File: src/rtl/uart_regbank_pkg.sv
package uart_regbank_pkg;
  localparam int DATA_W    = 8;
  localparam int ADDR_W    = 3;
  localparam int IER_BITS  = 4;
  localparam int MCR_BITS  = 5;
  localparam int DIV_BYTES = 2;
  localparam int DIV_W     = DIV_BYTES * DATA_W;

  localparam logic [ADDR_W-1:0] OFS_BUF   = 3'd0;
  localparam logic [ADDR_W-1:0] OFS_IER   = 3'd1;
  localparam logic [ADDR_W-1:0] OFS_FIFO  = 3'd2;
  localparam logic [ADDR_W-1:0] OFS_LINE  = 3'd3;
  localparam logic [ADDR_W-1:0] OFS_MODEM = 3'd4;
  localparam logic [ADDR_W-1:0] OFS_LSTAT = 3'd5;
  localparam logic [ADDR_W-1:0] OFS_MSTAT = 3'd6;
  localparam logic [ADDR_W-1:0] OFS_SCR   = 3'd7;

  typedef enum logic [3:0] {
    SEL_RXBUF, SEL_DIVLO, SEL_DIVHI, SEL_IER, SEL_IIR,
    SEL_LCR, SEL_MCR, SEL_LSR, SEL_MSR, SEL_SCR
  } rdSel_e;

  typedef struct packed {
    logic divLo;
    logic divHi;
    logic ier;
    logic fcr;
    logic lcr;
    logic mcr;
    logic scr;
  } wrStrobe_t;
endpackage

File: src/rtl/uart_reg_ctrl.sv
module uart_reg_ctrl
  import uart_regbank_pkg::*;
(
  input  logic [ADDR_W-1:0] addr,
  input  logic              wrEn,
  input  logic              rdEn,
  input  logic              dlab,
  output wrStrobe_t         wrStrb,
  output rdSel_e            rdSel,
  output logic              txWr,
  output logic              rxRd,
  output logic              iirRd
);
  always_comb begin
    wrStrb = '0;
    txWr   = 1'b0;
    rxRd   = 1'b0;
    iirRd  = 1'b0;
    rdSel  = SEL_SCR;
    case (addr)
      OFS_BUF: begin
        if (dlab) begin
          rdSel        = SEL_DIVLO;
          wrStrb.divLo = wrEn;
        end else begin
          rdSel = SEL_RXBUF;
          txWr  = wrEn;
          rxRd  = rdEn;
        end
      end
      OFS_IER: begin
        if (dlab) begin
          rdSel        = SEL_DIVHI;
          wrStrb.divHi = wrEn;
        end else begin
          rdSel      = SEL_IER;
          wrStrb.ier = wrEn;
        end
      end
      OFS_FIFO: begin
        rdSel      = SEL_IIR;
        wrStrb.fcr = wrEn;
        iirRd      = rdEn;
      end
      OFS_LINE: begin
        rdSel      = SEL_LCR;
        wrStrb.lcr = wrEn;
      end
      OFS_MODEM: begin
        rdSel      = SEL_MCR;
        wrStrb.mcr = wrEn;
      end
      OFS_LSTAT: rdSel = SEL_LSR;
      OFS_MSTAT: rdSel = SEL_MSR;
      default: begin
        rdSel      = SEL_SCR;
        wrStrb.scr = wrEn;
      end
    endcase
  end
endmodule

File: src/rtl/uart_reg_dp.sv
module uart_reg_dp
  import uart_regbank_pkg::*;
(
  input  logic                clk,
  input  logic                rstN,
  input  wrStrobe_t           wrStrb,
  input  rdSel_e              rdSel,
  input  logic [DATA_W-1:0]   wrData,
  input  logic [DATA_W-1:0]   rxData,
  input  logic [DATA_W-1:0]   iirIn,
  input  logic [DATA_W-1:0]   lsrIn,
  input  logic [DATA_W-1:0]   msrIn,
  output logic [DATA_W-1:0]   rdData,
  output logic [DATA_W-1:0]   lcrQ,
  output logic [IER_BITS-1:0] ierQ,
  output logic [MCR_BITS-1:0] mcrQ,
  output logic [DIV_W-1:0]    divisor,
  output logic                fifoEn,
  output logic                dmaSel,
  output logic                rxClr,
  output logic                txClr
);
  logic [DIV_BYTES-1:0][DATA_W-1:0] divQ;
  logic [DIV_BYTES-1:0]             divWr;
  logic [DATA_W-1:0]                scrQ;

  assign divWr = {wrStrb.divHi, wrStrb.divLo};

  for (genvar g = 0; g < DIV_BYTES; g++) begin : g_divByte
    always_ff @(posedge clk) begin
      if (!rstN)         divQ[g] <= '0;
      else if (divWr[g]) divQ[g] <= wrData;
    end
  end
  assign divisor = divQ;

  always_ff @(posedge clk) begin
    if (!rstN) begin
      ierQ   <= '0;
      lcrQ   <= '0;
      mcrQ   <= '0;
      scrQ   <= '0;
      fifoEn <= 1'b0;
      dmaSel <= 1'b0;
      rxClr  <= 1'b0;
      txClr  <= 1'b0;
    end else begin
      if (wrStrb.ier) ierQ <= wrData[IER_BITS-1:0];
      if (wrStrb.lcr) lcrQ <= wrData;
      if (wrStrb.mcr) mcrQ <= wrData[MCR_BITS-1:0];
      if (wrStrb.scr) scrQ <= wrData;
      if (wrStrb.fcr) begin
        fifoEn <= wrData[0];
        dmaSel <= wrData[3];
      end
      rxClr <= wrStrb.fcr & wrData[1];
      txClr <= wrStrb.fcr & wrData[2];
    end
  end

  always_comb begin
    case (rdSel)
      SEL_RXBUF: rdData = rxData;
      SEL_DIVLO: rdData = divQ[0];
      SEL_DIVHI: rdData = divQ[1];
      SEL_IER:   rdData = {{(DATA_W-IER_BITS){1'b0}}, ierQ};
      SEL_IIR:   rdData = iirIn;
      SEL_LCR:   rdData = lcrQ;
      SEL_MCR:   rdData = {{(DATA_W-MCR_BITS){1'b0}}, mcrQ};
      SEL_LSR:   rdData = lsrIn;
      SEL_MSR:   rdData = msrIn;
      default:   rdData = scrQ;
    endcase
  end


  rx_clr_pulse_chk: assert property (@(posedge clk) disable iff (!rstN)
    rxClr |-> $past(wrStrb.fcr && wrData[1]));


  tx_clr_pulse_chk: assert property (@(posedge clk) disable iff (!rstN)
    txClr |-> $past(wrStrb.fcr && wrData[2]));


  div_hold_chk: assert property (@(posedge clk) disable iff (!rstN)
    (!wrStrb.divLo && !wrStrb.divHi) |=> $stable(divisor));


  lcr_load_chk: assert property (@(posedge clk) disable iff (!rstN)
    wrStrb.lcr |=> lcrQ == $past(wrData));
endmodule

File: src/rtl/uart_regbank.sv
module uart_regbank
  import uart_regbank_pkg::*;
(
  input  logic                clk,
  input  logic                rstN,
  input  logic [ADDR_W-1:0]   addr,
  input  logic                wrEn,
  input  logic                rdEn,
  input  logic [DATA_W-1:0]   wrData,
  output logic [DATA_W-1:0]   rdData,
  output logic                txWrStrobe,
  output logic [DATA_W-1:0]   txWrData,
  output logic                rxRdStrobe,
  input  logic [DATA_W-1:0]   rxData,
  output logic                iirRdStrobe,
  input  logic [DATA_W-1:0]   iirIn,
  input  logic [DATA_W-1:0]   lsrIn,
  input  logic [DATA_W-1:0]   msrIn,
  output logic [DIV_W-1:0]    divisor,
  output logic [1:0]          dataBits,
  output logic                longStop,
  output logic [2:0]          parityMode,
  output logic                breakEn,
  output logic [IER_BITS-1:0] intEnable,
  output logic                fifoEnable,
  output logic                dmaMode,
  output logic                rxFifoClr,
  output logic                txFifoClr,
  output logic                dtr,
  output logic                rts,
  output logic                out1,
  output logic                out2,
  output logic                loopback
);
  wrStrobe_t         wrStrb;
  rdSel_e            rdSel;
  logic [DATA_W-1:0] lcrQ;
  logic [MCR_BITS-1:0] mcrQ;

  uart_reg_ctrl u_ctrl (
    .addr   (addr),
    .wrEn   (wrEn),
    .rdEn   (rdEn),
    .dlab   (lcrQ[7]),
    .wrStrb (wrStrb),
    .rdSel  (rdSel),
    .txWr   (txWrStrobe),
    .rxRd   (rxRdStrobe),
    .iirRd  (iirRdStrobe)
  );

  uart_reg_dp u_dp (
    .clk     (clk),
    .rstN    (rstN),
    .wrStrb  (wrStrb),
    .rdSel   (rdSel),
    .wrData  (wrData),
    .rxData  (rxData),
    .iirIn   (iirIn),
    .lsrIn   (lsrIn),
    .msrIn   (msrIn),
    .rdData  (rdData),
    .lcrQ    (lcrQ),
    .ierQ    (intEnable),
    .mcrQ    (mcrQ),
    .divisor (divisor),
    .fifoEn  (fifoEnable),
    .dmaSel  (dmaMode),
    .rxClr   (rxFifoClr),
    .txClr   (txFifoClr)
  );

  assign txWrData   = wrData;
  assign dataBits   = lcrQ[1:0];
  assign longStop   = lcrQ[2];
  assign parityMode = lcrQ[5:3];
  assign breakEn    = lcrQ[6];
  assign dtr        = mcrQ[0];
  assign rts        = mcrQ[1];
  assign out1       = mcrQ[2];
  assign out2       = mcrQ[3];
  assign loopback   = mcrQ[4];


  ro_write_chk: assert property (@(posedge clk) disable iff (!rstN)
    (wrEn && (addr == OFS_LSTAT || addr == OFS_MSTAT)) |=>
      ($stable(lcrQ) && $stable(mcrQ) && $stable(intEnable) && $stable(divisor)));


  rx_path_chk: assert property (@(posedge clk) disable iff (!rstN)
    rxRdStrobe |-> (rdData == rxData && rdEn));


  iir_path_chk: assert property (@(posedge clk) disable iff (!rstN)
    iirRdStrobe |-> (rdData == iirIn && addr == OFS_FIFO));
endmodule

File: config.mk
export PLATFORM = sky130hd
export DESIGN_NAME = uart_regbank
export DESIGN_NICKNAME = d
export VERILOG_FILES = /design/src/rtl/uart_regbank_pkg.sv /design/src/rtl/uart_reg_ctrl.sv /design/src/rtl/uart_reg_dp.sv /design/src/rtl/uart_regbank.sv
export SDC_FILE = /design/constraint.sdc
export NUM_CORES = 1
export LEC_CHECK = 0
export CORE_MARGIN = 3
export CORE_UTILIZATION = 50
export CTS_CLUSTER_SIZE = 8
export DETAILED_ROUTE_END_ITERATION = 16
export DONT_BUFFER_PORTS = 1
export PLACE_DENSITY = 0.62
export REMOVE_ABC_BUFFERS = 1
export SETUP_SLACK_MARGIN = 0.2
export SLEW_MARGIN = 20
export SYNTH_ARGS = -nofsm -noshare
export SYNTH_HDL_FRONTEND = slang
export SYNTH_SLANG_ARGS = --single-unit
File: constraint.sdc
create_clock -name clk -period 2 [get_ports clk]
set_input_delay 0.4 -clock clk [delete_from_list [all_inputs] [get_ports clk]]
set_output_delay 0.4 -clock clk [all_outputs]
set_load 0.02 [all_outputs]
Word level (Yosys, flattened, before mapping). Index checks and enable logic that the tools add are counted.

Register bits after elaboration: 45. Word-level logic and storage cells: 45.

Eq/ne operators: 14. Muxes and demuxes: 16. Bitwise logic cells: 2. Reduce and logical (&&, ||, !) cells: 3.

Operators with widths (number): 8-bit case mux with 9 select lines (1); 4-bit case mux with 7 select lines (1); 4-bit by 3-bit equality test with 1-bit output, second input constant (4); 1-bit 2-to-1 mux (13); 3-bit equality test, second input constant (3); 4-bit by 2-bit equality test with 1-bit output, second input constant (2); 7-bit OR reduction (1); 3-bit by 2-bit equality test with 1-bit output, second input constant (2); 4-bit by 1-bit equality test with 1-bit output, second input constant (1); 4-bit equality test, second input constant (1); 4-bit logical NOT (1); 3-bit by 1-bit equality test with 1-bit output, second input constant (1); 3-bit logical NOT (1); 1-bit AND (2); 2-bit 2-to-1 mux (1).

Depth between registers and ports, before layout.
Depth after elaboration: 4. Depth in mapped cells: 7. Depth with buffers taken out: 4.

Hierarchy. Synthesis repeated with hierarchy kept, for this count alone.

Cells, all modules: 278. Area total of the unflattened synthesis: 2617.5 um^2.

By module, submodules not included: uart_reg_dp (instances 1, cells each 247, area an instance 2391.0 um^2); uart_reg_ctrl (instances 1, cells each 23, area an instance 166.4 um^2); uart_regbank (instances 1, cells each 8, area an instance 60.1 um^2).

Least setup slack after synthesis. OpenSTA, ideal clock, no wires.

Kind: in2out. From: input port addr[1]. To: output port rdData[2]. Data arrival time: 1.781 ns. Data required time: 1.600 ns. Slack: -0.181 ns. Stages: 5. Cell sequence: buf_2 or3_1 buf_2 or3b_1 a31oi_1.

Word-level cells in the longest chain between the ends: 4. Elaborated cells between the ends (all ways): 18. Those cells by class: eq/ne (14); mux (2); reduce/logical (2).

Ends and longest elaborated chain: start, declared (line uart_regbank.sv:6) `input logic [ADDR_W-1:0] addr,`; 3-bit equality test (tied with other cells) (line uart_reg_ctrl.sv:20) `case (addr)`; 4-bit case mux with 7 select lines * (line uart_reg_ctrl.sv:20); 4-bit equality test (tied with other cells) (line uart_reg_dp.sv:62) `case (rdSel)`; 8-bit case mux with 9 select lines * (line uart_reg_dp.sv:62); end, declared (line uart_regbank.sv:10) `output logic [DATA_W-1:0] rdData,`.

Every way passes the cells marked *; elsewhere a longest branch is shown, timed or not.

Worst setup path in the final report.
From: register u_dp.lcrQ[7]. To: output port rdData[2].

Word-level cells in the longest chain between the ends: 4. Elaborated cells between the ends (all ways): 13. Those cells by class: eq/ne (8); mux (4); reduce/logical (1).

Ends and longest elaborated chain: start, declared (line uart_reg_dp.sv:14) `output logic [DATA_W-1:0] lcrQ,`; start signal, assigned (line uart_reg_dp.sv:49) `if (wrStrb.lcr) lcrQ <= wrData;`; 1-bit 2-to-1 mux, on equally long branches (line uart_reg_ctrl.sv:32, uart_reg_ctrl.sv:22); 4-bit case mux with 7 select lines * (line uart_reg_ctrl.sv:20); 4-bit equality test (tied with other cells) (line uart_reg_dp.sv:62); 8-bit case mux with 9 select lines * (line uart_reg_dp.sv:62).

Marks and branches as above.

==> results.yml <==
timing:
  layout_setup_ws_ps: -41.5
  max_slew_margin_pct: 68.3
  hold_viol_final: 0
  fmax_mhz: 490
  clock_skew_ps: 4.92
  setup_viol: 2
  finalCriticalPeriod_ps: 2040
  tightestPinTransition_ps: 475
  fin_crit_sh_pct: 102
  rsz0062_at_grt: "true"
  drv_slew: 0
detailed_routing:
  ant_nets: 0
  post_drt_wl_per_cell_um: 19.2
  drtIter0Drc: 173
  via_per_inst: 5.89
  vias: 2143
  drc: 0
  routed_wl_mm: 6.97
  dr.pass1.iters: 4
setup_path:
  path_buf_inv: 1
  r2r-start: "u_dp.lcrQ[7]$_SDFFE_PN0P_"
  crit_type: "flop to primary output"
  r2r-end: "u_dp.divisor[6]$_SDFFE_PN0P_"
  critPathSlowestCell: "or3b_1"
  worstPathCellList: "or3_1 -> or3b_1 -> a31oi_1 -> buf_4"
  cp.arrival_ps: 1640
  critical_path.top_delay_family: "simple AND/OR/NAND/NOR gates"
  cpPeakStageDelay_ps: 350
  critPathRequiredTime_ps: 1600
  critPathCaptureType: "primary output"
  r2r_cells: 5
  critPathMaxFanout: 3
  cp-start-kind: "flop"
  r2r_setup_slack_ps: 580
run_status:
  failed_checks: "negative setup slack"
  status: "finished with violations"
yosys:
  synth_area_sq_mm: 0.00249
  ys_seq_area_share_pct: 36.2
  synthesis.instances: 297
  synth_edf_count: 0
  async_flop_share_pct: 0
  ys_warn_count: 0
  ys_ff_latch: 45
  yosysUniqueCellTypes: 43
  syn_avg_cell_area_sq_um: 8.37
  dominantRegCellSynth: "dfxtp_1"
clock_network:
  numCtsBuffers: 5
  cts_buffer_depth: 2
  cts_tree: "built"
  cts.sinks: 45
  cts.reportedPaths.clkPinSlew_ps: 80
  clk-insertion-delay-late_ps: 300
  clockRootBuffer: "clkbuf_8"
  cts_hold_buf: 0
  htree_num_levels: 2
die:
  die_w_um: 76.5
  rows: 25
  core_sq_mm: 0.00475
  die_y_um: 76.5
  io-pin-count: 102
  start_util_pct: 52.3
  die-area_sq_mm: 0.00585
grt:
  antenna_found_initial: 0
  grt_max_degree: 46
  grt_usage_pct: 23.9
  grt_pass1_wl_mm: 11.1
  gr-total-overflow: 0
  grt_pass1_vias: 2104
placed_design:
  dp.cells: 357
  dpl.hpwl_mm: 4.80
  place_ws_ps: 113
  gp_congestion: 0.786
  io_buffer_count: 0
  placed_cell_area_sq_mm: 0.00257
worst_hold_path:
  min_from: "rstN"
  hold_depth: 1
  hold_class: "primary input to flop"
  hold_end: "u_dp.divisor[13]$_SDFFE_PN0P_"
final_layout:
  stdcell_area_sq_mm: 0.00273
  nNetsFinal: 344
  drive_gt1_share_pct: 18.2
  n_antenna_cell: 0
  fin_cells: 364
  syn_to_final_growth_pct: 9.76
  fill_cells: 466
flow_run:
  maxCapViolCount: 0
pwr:
  ir_worst_vdd_mv: 0.304
  power_per_cell_area_mw_per_mm2: 622
  p_leak_nw: 0.981
[report_power, final]
group / internal [mW] / switching [mW] / leakage [nW] / total, mW
logic: 0.101 / 0.102 / 0.569 / 0.203
registers: 0.907 / 0.0181 / 0.368 / 0.925
clock network: 0.274 / 0.296 / 0.0443 / 0.570
total: 1.28 / 0.415 / 0.981 / 1.70
[kinds of logic after synthesis]
kind of cell / synth area share (%)
AO/OA/AOI/OAI: 18.9
multiplexers: 14.9
flip-flops: 36.2
AND/OR/NAND/NOR: 23.1
buffers and inverters: 6.84
[metal layers]
| layer | up-vias | GRT usage (%) | wire (um) |
|---|---|---|---|
| met3 | 11 | 7.68 | 583 |
| met2 | 89 | 37.4 | 3230 |
| met5 | - | 0 | 0 |
| met4 | 0 | 8.15 | 123 |
| met1 | 1016 | 30.9 | 3030 |
| li1 | 1027 | - | - |
[how the worst max path moves through the flow]
stage | startpoint | to | slack [ps] | cells after the start
2_1_floorplan | u_dp.lcrQ[7]$_SDFFE_PN0P_ | rdData[2] | -200 | 3
3_3_place_gp | addr[2] | rdData[2] | 110 | 4
3_5_place_dp | addr[2] | rdData[2] | 110 | 4
4_1_cts | u_dp.lcrQ[7]$_SDFFE_PN0P_ | rdData[6] | -30 | 6
5_1_grt | u_dp.lcrQ[7]$_SDFFE_PN0P_ | rdData[3] | -100 | 5
6_report | u_dp.lcrQ[7]$_SDFFE_PN0P_ | rdData[2] | -40 | 4
[final cells by class]
class	count	area, sq um	share of cell area (%)
Multi-Input combinational cell	220	1460	53.6
Sequential cell	45	913	33.5
Timing Repair Buffer	21	169	6.19
Clock buffer	7	86.3	3.16
Tap cell	67	83.8	3.07
Inverter	4	15.0	0.550
[state kept, by name, summed over array words and instances (netlist names)]
signal and count:
u_dp.rxClr 1, u_dp.ierQ 4, u_dp.mcrQ 5, u_dp.lcrQ 8, u_dp.txClr 1, u_dp.divisor 16, u_dp.fifoEn 1, u_dp.scrQ 8
u_dp.dmaSel 1
[stage by stage]
step                TNS, ps  hold slack (ps)  power (mW)  util [%]
finish                -62.8              225        1.70      57.4
global route           -285              219        1.76      57.4
CTS                   -58.4              224        1.71      57.0
detailed placement        0              458        1.14      54.1
global placement          0              453        1.14      54.1
floorplan              -204              440        1.09         -
[placed cells by master (no fill, tap or decap), types with 2 or more instances in the layout]
| master | count |
|---|---|
| nand3b_1 | 2 |
| a32o_1 | 2 |
| nand3_1 | 6 |
| nor2_2 | 2 |
| buf_6 | 3 |
| a21oi_1 | 9 |
| nor2b_1 | 25 |
| dfxtp_1 | 37 |
| nand2b_1 | 5 |
| mux2i_1 | 27 |
| o21ai_0 | 12 |
| buf_4 | 18 |
| dfxtp_2 | 7 |
| nor3_1 | 2 |
| and3_1 | 3 |
| nor3b_2 | 2 |
| a31oi_1 | 5 |
| mux2_2 | 5 |
| a22oi_1 | 2 |
| clkbuf_8 | 6 |
| o22a_1 | 2 |
| o22a_2 | 2 |
| mux2_4 | 2 |
| inv_1 | 4 |
| a32oi_1 | 2 |
| a22o_1 | 2 |
| nand2_1 | 50 |
| a21boi_0 | 20 |
| nor2_1 | 12 |
| o211ai_1 | 2 |
[what timing repair did]
| action | CTS | global route |
|---|---|---|
| gates resized for setup | 20 | 6 |
| setup buffers | 0 | 0 |
| setup endpoints to repair | 10 | 10 |
| pin swaps | 6 | 4 |
[cell usage after synthesis (2+ instances only)]
| library cell | n | area share, % |
|---|---|---|
| o211ai_1 | 2 | 0.60 |
| and3_1 | 3 | 0.75 |
| nand3b_1 | 2 | 0.60 |
| o21ai_0 | 13 | 2.6 |
| clkbuf_1 | 7 | 1.1 |
| a32oi_1 | 2 | 0.70 |
| a21boi_0 | 20 | 6.0 |
| buf_2 | 10 | 2.0 |
| buf_1 | 2 | 0.30 |
| mux2_2 | 7 | 3.2 |
| inv_1 | 4 | 0.60 |
| dfxtp_1 | 45 | 36 |
| o22a_1 | 4 | 1.4 |
| nor2_1 | 14 | 2.1 |
| nor3b_1 | 2 | 0.60 |
| nand3_1 | 6 | 1.2 |
| mux2i_1 | 27 | 11 |
| a32o_1 | 2 | 0.81 |
| nand2_1 | 50 | 7.5 |
| a22o_1 | 2 | 0.70 |
| nor3_1 | 2 | 0.40 |
| buf_4 | 8 | 2.4 |
| a22oi_1 | 2 | 0.60 |
| nand2b_1 | 5 | 1.3 |
| nor2b_1 | 26 | 6.5 |
| a31oi_1 | 5 | 1.3 |
| a21oi_1 | 9 | 1.8 |
[worst reg2reg max path: stages (launching register included)]
cell	delay (ps)
dfxtp_2	350
buf_4	210
nand4b_1	260
buf_4	290
mux2i_1	160
nor2b_1	60
Note: power is estimated with default switching activity, not from simulation.
